### src/rtl/mcs_pkg.sv
package mcs_pkg;
  typedef enum logic [2:0] {
    S_IDLE    = 3'd0,
    S_START   = 3'd1,
    S_WAIT_RD = 3'd2,
    S_EXEC    = 3'd3,
    S_WB      = 3'd4,
    S_WAIT_WR = 3'd5,
    S_HALT    = 3'd6
  } seq_state_t;
endpackage

### src/rtl/mcs_giveup_timer.sv
// Counts consecutive armed cycles; hit marks the LIMIT-th armed cycle.
module mcs_giveup_timer #(
  parameter int LIMIT = 16
) (
  input  logic clk,
  input  logic rst,
  input  logic arm,
  output logic hit
);
  localparam int CW = $clog2(LIMIT + 1);

  logic [CW-1:0] cnt;

  always_ff @(posedge clk) begin
    if (rst || !arm) cnt <= '0;
    else             cnt <= cnt + 1'b1;
  end

  assign hit = arm && (cnt == CW'(LIMIT - 1));


  cnt_bound_chk: assert property (@(posedge clk) disable iff (rst)
    arm |-> (cnt <= CW'(LIMIT - 1)));
endmodule

### src/rtl/mcs_hold_regs.sv
// Address, write-data and read-data holding registers.
module mcs_hold_regs #(
  parameter int ADDR_W = 15,
  parameter int DATA_W = 12
) (
  input  logic              clk,
  input  logic              rst,
  input  logic              addr_ld,
  input  logic [ADDR_W-1:0] addr_d,
  input  logic              wd_ld,
  input  logic [DATA_W-1:0] wd_d,
  input  logic              rd_ld,
  input  logic              rd_zero,
  input  logic [DATA_W-1:0] rd_d,
  output logic [ADDR_W-1:0] addr_q,
  output logic [DATA_W-1:0] wd_q,
  output logic [DATA_W-1:0] rd_q
);
  always_ff @(posedge clk) begin
    if (rst) begin
      addr_q <= '0;
      wd_q   <= '0;
      rd_q   <= '0;
    end else begin
      if (addr_ld) addr_q <= addr_d;
      if (wd_ld)   wd_q   <= wd_d;
      if (rd_ld)   rd_q   <= rd_zero ? '0 : rd_d;
    end
  end
endmodule

### src/rtl/mem_cycle_seq.sv
module mem_cycle_seq
  import mcs_pkg::*;
#(
  parameter int ADDR_W      = 15,
  parameter int DATA_W      = 12,
  parameter int NOMINAL_DLY = 8,
  parameter int RD_TIMEOUT  = 2 * NOMINAL_DLY,
  parameter int WR_TIMEOUT  = 2 * NOMINAL_DLY,
  parameter int EXEC_TICKS  = 3
) (
  input  logic              clk,
  input  logic              rst,
  input  logic              run,
  input  logic              req,
  input  logic [ADDR_W-1:0] addr_in,
  input  logic [DATA_W-1:0] wdata_in,
  output logic              mem_start,
  output logic [ADDR_W-1:0] mem_addr,
  input  logic              mem_strobe,
  input  logic [DATA_W-1:0] mem_rdata,
  output logic              mem_wb,
  output logic [DATA_W-1:0] mem_wdata,
  input  logic              mem_done,
  output logic              rd_valid,
  output logic [DATA_W-1:0] rd_data,
  output logic              halted,
  output logic              nxm
);
  localparam int NTMR = 2;  // index 0: read wait, index 1: write wait

  seq_state_t state, nxt;
  logic [NTMR-1:0] tmr_arm, tmr_hit;
  logic exec_hit;
  logic addr_ld, wd_ld, rd_ld, rd_zero, set_nxm;

  // Give-up counters, one per waiting phase.
  for (genvar g = 0; g < NTMR; g++) begin : g_giveup
    localparam int LIM = (g == 0) ? RD_TIMEOUT : WR_TIMEOUT;
    assign tmr_arm[g] = (g == 0) ? (state == S_WAIT_RD) : (state == S_WAIT_WR);
    mcs_giveup_timer #(.LIMIT(LIM)) u_tmr (
      .clk(clk), .rst(rst), .arm(tmr_arm[g]), .hit(tmr_hit[g])
    );
  end

  // Execute interval counter.
  mcs_giveup_timer #(.LIMIT(EXEC_TICKS)) u_exec (
    .clk(clk), .rst(rst), .arm(state == S_EXEC), .hit(exec_hit)
  );

  mcs_hold_regs #(.ADDR_W(ADDR_W), .DATA_W(DATA_W)) u_regs (
    .clk(clk), .rst(rst),
    .addr_ld(addr_ld), .addr_d(addr_in),
    .wd_ld(wd_ld), .wd_d(wdata_in),
    .rd_ld(rd_ld), .rd_zero(rd_zero), .rd_d(mem_rdata),
    .addr_q(mem_addr), .wd_q(mem_wdata), .rd_q(rd_data)
  );

  always_comb begin
    nxt     = state;
    addr_ld = 1'b0;
    wd_ld   = 1'b0;
    rd_ld   = 1'b0;
    rd_zero = 1'b0;
    set_nxm = 1'b0;
    unique case (state)
      S_IDLE, S_HALT: begin
        if (req && run) begin
          nxt     = S_START;
          addr_ld = 1'b1;
        end
      end
      S_START: nxt = S_WAIT_RD;
      S_WAIT_RD: begin
        // A real strobe wins over a give-up expiry in the same cycle.
        if (mem_strobe) begin
          nxt   = S_EXEC;
          rd_ld = 1'b1;
        end else if (tmr_hit[0]) begin
          nxt     = S_EXEC;
          rd_ld   = 1'b1;
          rd_zero = 1'b1;
          set_nxm = 1'b1;
        end
      end
      S_EXEC: begin
        if (exec_hit) begin
          nxt   = S_WB;
          wd_ld = 1'b1;
        end
      end
      S_WB: nxt = S_WAIT_WR;
      S_WAIT_WR: begin
        if (mem_done || tmr_hit[1]) begin
          set_nxm = !mem_done;
          if (run) begin
            nxt     = S_START;
            addr_ld = 1'b1;
          end else begin
            nxt = S_HALT;
          end
        end
      end
      default: nxt = S_IDLE;
    endcase
  end

  always_ff @(posedge clk) begin
    if (rst) begin
      state     <= S_IDLE;
      mem_start <= 1'b0;
      mem_wb    <= 1'b0;
      halted    <= 1'b0;
      rd_valid  <= 1'b0;
      nxm       <= 1'b0;
    end else begin
      state     <= nxt;
      mem_start <= (nxt == S_START);
      mem_wb    <= (nxt == S_WB);
      halted    <= (nxt == S_HALT);
      rd_valid  <= rd_ld;
      nxm       <= nxm | set_nxm;
    end
  end


  start_pulse_chk: assert property (@(posedge clk) disable iff (rst)
    mem_start |=> !mem_start);


  timeout_zero_chk: assert property (@(posedge clk) disable iff (rst)
    (rd_valid && !$past(mem_strobe)) |-> (rd_data == '0));


  wb_pulse_chk: assert property (@(posedge clk) disable iff (rst)
    mem_wb |=> !mem_wb);


  wdata_hold_chk: assert property (@(posedge clk) disable iff (rst)
    (state == S_WAIT_WR) |-> $stable(mem_wdata));


  auto_restart_chk: assert property (@(posedge clk) disable iff (rst)
    (state == S_WAIT_WR && mem_done && run) |=> mem_start);


  halt_stay_chk: assert property (@(posedge clk) disable iff (rst)
    (halted && !(req && run)) |=> (halted && !mem_start));


  nxm_sticky_chk: assert property (@(posedge clk) disable iff (rst)
    nxm |=> nxm);
endmodule

### config.mk
export PLATFORM = sky130hd
export DESIGN_NAME = mem_cycle_seq
export DESIGN_NICKNAME = d
export VERILOG_FILES = /design/src/rtl/mcs_pkg.sv /design/src/rtl/mcs_giveup_timer.sv /design/src/rtl/mcs_hold_regs.sv /design/src/rtl/mem_cycle_seq.sv
export SDC_FILE = /design/constraint.sdc
export NUM_CORES = 1
export LEC_CHECK = 0
export BUFFER_PORTS_ARGS = -buffer_cell sky130_fd_sc_hd__buf_2
export CAP_MARGIN = 5
export CORE_ASPECT_RATIO = 0.8
export CORE_MARGIN = 8
export CORE_UTILIZATION = 52
export DETAILED_ROUTE_END_ITERATION = 6
export GPL_TIMING_DRIVEN = 0
export MAX_ROUTING_LAYER = met4
export PLACE_DENSITY = 0.87
export SYNTH_ARGS = -nofsm -noshare
export SYNTH_HDL_FRONTEND = slang
export SYNTH_SLANG_ARGS = --single-unit
### constraint.sdc
create_clock -name clk -period 2.9 [get_ports clk]
set_input_delay 0.725 -clock clk [delete_from_list [all_inputs] [get_ports clk]]
set_output_delay 0.725 -clock clk [all_outputs]
set_load 0.03 [all_outputs]
---- Yosys cells after proc, flatten, opt, wreduce, memory -nomap -nowiden ----
Cells that the tools add are included.
word-level totals
  bits of input ports ..................... 45
  register bits ........................... 59
  output and inout bits ................... 44
  word-level logic and storage cells ...... 63
cells by class
  reduce and logical (&&, ||, !) cells .... 14
  bitwise operators ....................... 1
  add/subtract/negate cells ............... 3
  eq/ne operators ......................... 12
  muxes and demuxes ....................... 21
operators by type and width
  kind                   number
  $mux W3                6
  $pmux W3 S6            1
  $eq A3 B3 Y1 const B   5
  $mux W12               1
  $mux W1                11
  $add A5 B1 Y5 const B  2
  $eq A5 B4 Y1 const B   2
  $eq A3 B1 Y1 const B   2
  $eq A3 B2 Y1 const B   2
  $logic_and A1 B1 Y1    4
  $logic_not A1 Y1       4
  $logic_or A1 B1 Y1     4
  $pmux W1 S2            2
  $logic_not A3 Y1       1
  $add A2 B1 Y2 const B  1
  $eq A2 B2 Y1 const B   1
  $reduce_or A2 Y1       1
  $or A1 B1 Y1           1

---- Depth between registers and ports, before layout ----
  depth after elaboration ................. 6
  gate-level depth with buffers ........... 8
  gate-level depth less buffers ........... 7

---- Cells and area by module ----
A second synthesis with hierarchy kept.
second synthesis, totals
  cells, all modules ...................... 242
  area, all modules ....................... 2428.6 sq um
by module, submodules not included
  module                                     seq. area each (sq um)  cells each  instances  area each (sq um)
  mcs_hold_regs                              780.7                   139         1          1455.1
  mem_cycle_seq                              160.2                   54          1          467.9
  mcs_giveup_timer at g_giveup[0].u_tmr ...  100.1                   21          2          209.0
  mcs_giveup_timer at u_exec                 40.0                    7           1          87.6

---- Worst setup path before layout ----
OpenSTA, ideal clock, no wires.
  path kind ............................... reg2reg
  start ................................... register g_giveup[1].u_tmr.cnt[0]
  end ..................................... register u_regs.addr_q[10]
  setup time .............................. 0.072 ns
  cell stages (with the launch flop) ...... 9
  path buffers ............................ 1
  required time ........................... 2.828 ns
  clock period less this slack ............ 1.819 ns
  path slack .............................. 1.081 ns
  arrival time ............................ 1.748 ns
  path through ............................ dfxtp_1 > ha_1 > and3_1 > ha_1 > nor2_1 > nor2_1 > a21oi_4 > buf_8 > mux2i_1
between the ends
  cells in the longest elaborated chain, start to end .. 5
ends and longest elaborated chain
  what                      RTL line                RTL
  start: declaration        mcs_giveup_timer.sv:12  logic [CW-1:0] cnt;
  start signal: assignment  mcs_giveup_timer.sv:16  else cnt <= cnt + 1'b1;
  $eq A5 B4 Y1              mcs_giveup_timer.sv:19  assign hit = arm && (cnt == CW'(LIMIT - 1));
  $logic_and A1 B1 Y1       mcs_giveup_timer.sv:19
  $logic_or A1 B1 Y1        mem_cycle_seq.sv:93     if (mem_done || tmr_hit[1]) begin
  $mux W1                   mem_cycle_seq.sv:93
  $pmux W1 S2               mem_cycle_seq.sv:65     unique case (state)
  end signal: assignment    mcs_hold_regs.sv:25     if (addr_ld) addr_q <= addr_d;
  end: declaration          mcs_hold_regs.sv:15     output logic [ADDR_W-1:0] addr_q,
No other way between the ends.
A chain may end at the register's enable or synchronous reset.

---- Final worst setup path ----
  start ................................... register g_giveup[1].u_tmr.cnt[0]
  end ..................................... register u_regs.addr_q[6]
Same word-level chain as after synthesis.

==> reports/results.ini <==
[logic_synthesis]
synth_area_sq_um = 2360
synth_commonest_cells = dfxtp_1, nand2b_1, nand2_1, nor2_1, mux2i_1
synth_nets = 299
synth.top_cell.area_share_pct = 50.05
synth-edff-count = 0
synth_largest_area_cell = dfxtp_1
synth-async-reset-ratio_pct = 0
ys.flop_type = dfxtp_1
ys_types = 36
synth.area.top_cells = dfxtp_1, nand2b_1, mux2i_1
ys_warn_count = 0
syn_area_per_cell_sq_um = 9.477
ys_seq_area_share_pct = 50.05
synthCells = 249
synth.most_common_cell = dfxtp_1
ys_ff_latch = 59

[power_and_ir_drop]
p_int_w = 0.001391
p_sw_w = 0.0004035
share_seq_of_total_power_pct = 47.1
p_leak_nw = 1.450
power_per_cell_area_nw_per_um2 = 581.9
p_comb_share_pct = 9.8
power_frac_clock_pct = 43.2
switching_share_pct = 22.49
irDropWorstVdd_uv = 381.3

[timing]
drv_slew = 0
finalClockSkew_ns = 0.007597
setup_violations = 0
layout_min_cycle_time_ns = 2.086
hold_viol_final = 0
worstMarginPinSlew_ns = 0.7330
maxSlewHeadroom_pct = 50.51
layout_worst_path_cycle_share_pct = 71.92
setup_tns_ns = 0
rsz0062_at_grt = no
max_freq_mhz = 479.4
hold_slack_ns = 0.4304

[detailed_routing]
wl_mm = 5.700
dr.pass1.iters = 5
drt_iter0_drc = 95
drc = 0
wire_per_inst_microns = 13.87
num_vias = 2067
drtAntennaViolNets = 0
vias_per_cell = 5.029

[global_routing]
grt_pass1_vias = 2108
grt.overflow.total = 0
grt_first_pass_wirelength_mm = 9.328
grt_max_degree = 11
grt_use_total_pct = 16.89
antenna_found_initial = 0

[worst_hold_path]
hold_depth = 1
min_from = u_exec.cnt[0]
hold_path_end = u_exec.cnt[0]
hold_class = register to register

[floorplan]
rows = 22
die_h_microns = 76.26
die_width_microns = 91.32
initial_core_util_pct = 52.59
coreArea_sq_um = 4487
die_area_sq_um = 6963
num_io_pins = 89

[run_status]
outcome = finished clean

[placed_design]
gp_congestion = 0.7641
dpl.hpwl_mm = 4.301
numPortBuffers = 87

[setup_path]
crit_start = g_giveup[1].u_tmr.cnt[0]
start_kind = register
r2r-end = u_regs.addr_q[6]
cp_data_arrival_time_ns = 2.34
end_kind = register
critical_path_class = register to register
reg2reg_depth = 8
reg2reg_slack_ns = 0.81
rr_startpoint = g_giveup[1].u_tmr.cnt[0]
cp_max_fo = 10
required_ns = 3.15

[clock_network]
numCtsBuffers = 9
cts.sinks = 59
worst_skew_pair.late_latency_ns = 0.33
cts_setup_buffers = 0
cts_buffer_depth = 2
cts_resized = 0
htree_levels = 3
hold_buffers = 0
tritoncts = done
cts-root-buf = clkbuf_8
clkTransAtPathRegs_ns = 0.06

[layout]
fin_nets = 397
layout-drive-gt1-share_pct = 32.48
syn_to_final_growth_pct = 30.65
final_util_pct = 68.71
diodes = 0

[run]
max_cap_violations = 0

power groups by stage:
stage / clock network (W) / registers, W / logic (W)
6_report: 0.000774 / 0.000845 / 0.000175
5_1_grt: 0.000825 / 0.000847 / 0.000190
4_1_cts: 0.000792 / 0.000844 / 0.000177
3_5_place_dp: 0 / 0.000862 / 0.000176
3_3_place_gp: 0 / 0.000861 / 0.000172
2_1_floorplan: 0 / 0.000896 / 0.0000760
through the flow:
stage | area, sq um | setup slack [ns] | power, W | std cells
floorplan | 2360 | 1.081 | 0.0009716 | 249
global placement | 2870 | 0.8870 | 0.001033 | 396
detailed placement | 2870 | 0.8438 | 0.001038 | 396
CTS | 3083 | 0.7940 | 0.001813 | 411
global route | 3083 | 0.7227 | 0.001861 | 411
finish | 3083 | 0.8143 | 0.001794 | 411
layout by cell type (no fill, tap or decap), types with 6 or more instances in the layout:
master    count
clkbuf_1      9
clkbuf_8     13
a22oi_1      12
nand2b_1     32
a21oi_1      14
nor2_1       28
dfxtp_1      59
nand2_1      28
inv_1         6
buf_2        91
mux2i_1      15
registers in the layout (all words and copies together) (netlist names):
signal / flops
g_giveup.u_tmr.cnt: 10
halted: 1
mem_start: 1
mem_wb: 1
nxm: 1
rd_valid: 1
state: 3
u_exec.cnt: 2
u_regs.addr_q: 15
u_regs.rd_q: 12
u_regs.wd_q: 12
layout make-up:
cell class,count,area (sq um)
timing repair buffer,87,435.4
inverter,6,22.52
clock buffer,14,182.7
multi-input combinational,170,1080
sequential,59,1181
buffer,14,76.32
clock inverter,1,30.03
fill,365,1404
tap,60,75.07
cells by family (layout without fill, tap and decap cells):
family | Yosys count | count (layout) | share of synthesized area, %
DFF | 59 | 59 | 50.05
adders and majority gates | 5 | 5 | 2.651
buffers and inverters | 20 | 122 | 4.189
xor gates and xnor gates | 4 | 4 | 1.485
muxes | 15 | 15 | 6.363
and+or+nand+nor | 111 | 111 | 24.97
AOI/OAI and AO/OA | 35 | 35 | 10.29
metal layers:
layer  vias up  GRT usage (%)  wire [microns]
met4         0          6.036              93
li1       1036              -               -
met2        55          30.03            2969
met3        10          7.382             306
met1       966          15.80            2330
met5         -              -               0
worst max-delay path, stage by stage, from the launching register on:
cell	delay, ns
dfxtp_1	0.33
ha_1	0.23
and3_1	0.19
ha_1	0.21
nor2_1	0.17
nor2_1	0.10
a21oi_4	0.36
buf_8	0.21
mux2i_1	0.21
worst max path at each step:
| stage | to |
|---|---|
| after floorplan | u_regs.addr_q[10] |
| after global placement | u_regs.rd_q[3] |
| after detailed placement | u_regs.addr_q[6] |
| after CTS | u_regs.addr_q[6] |
| after global routing | u_regs.addr_q[7] |
| final | u_regs.addr_q[6] |
No activity file was read; power rests on OpenSTA's default activity.
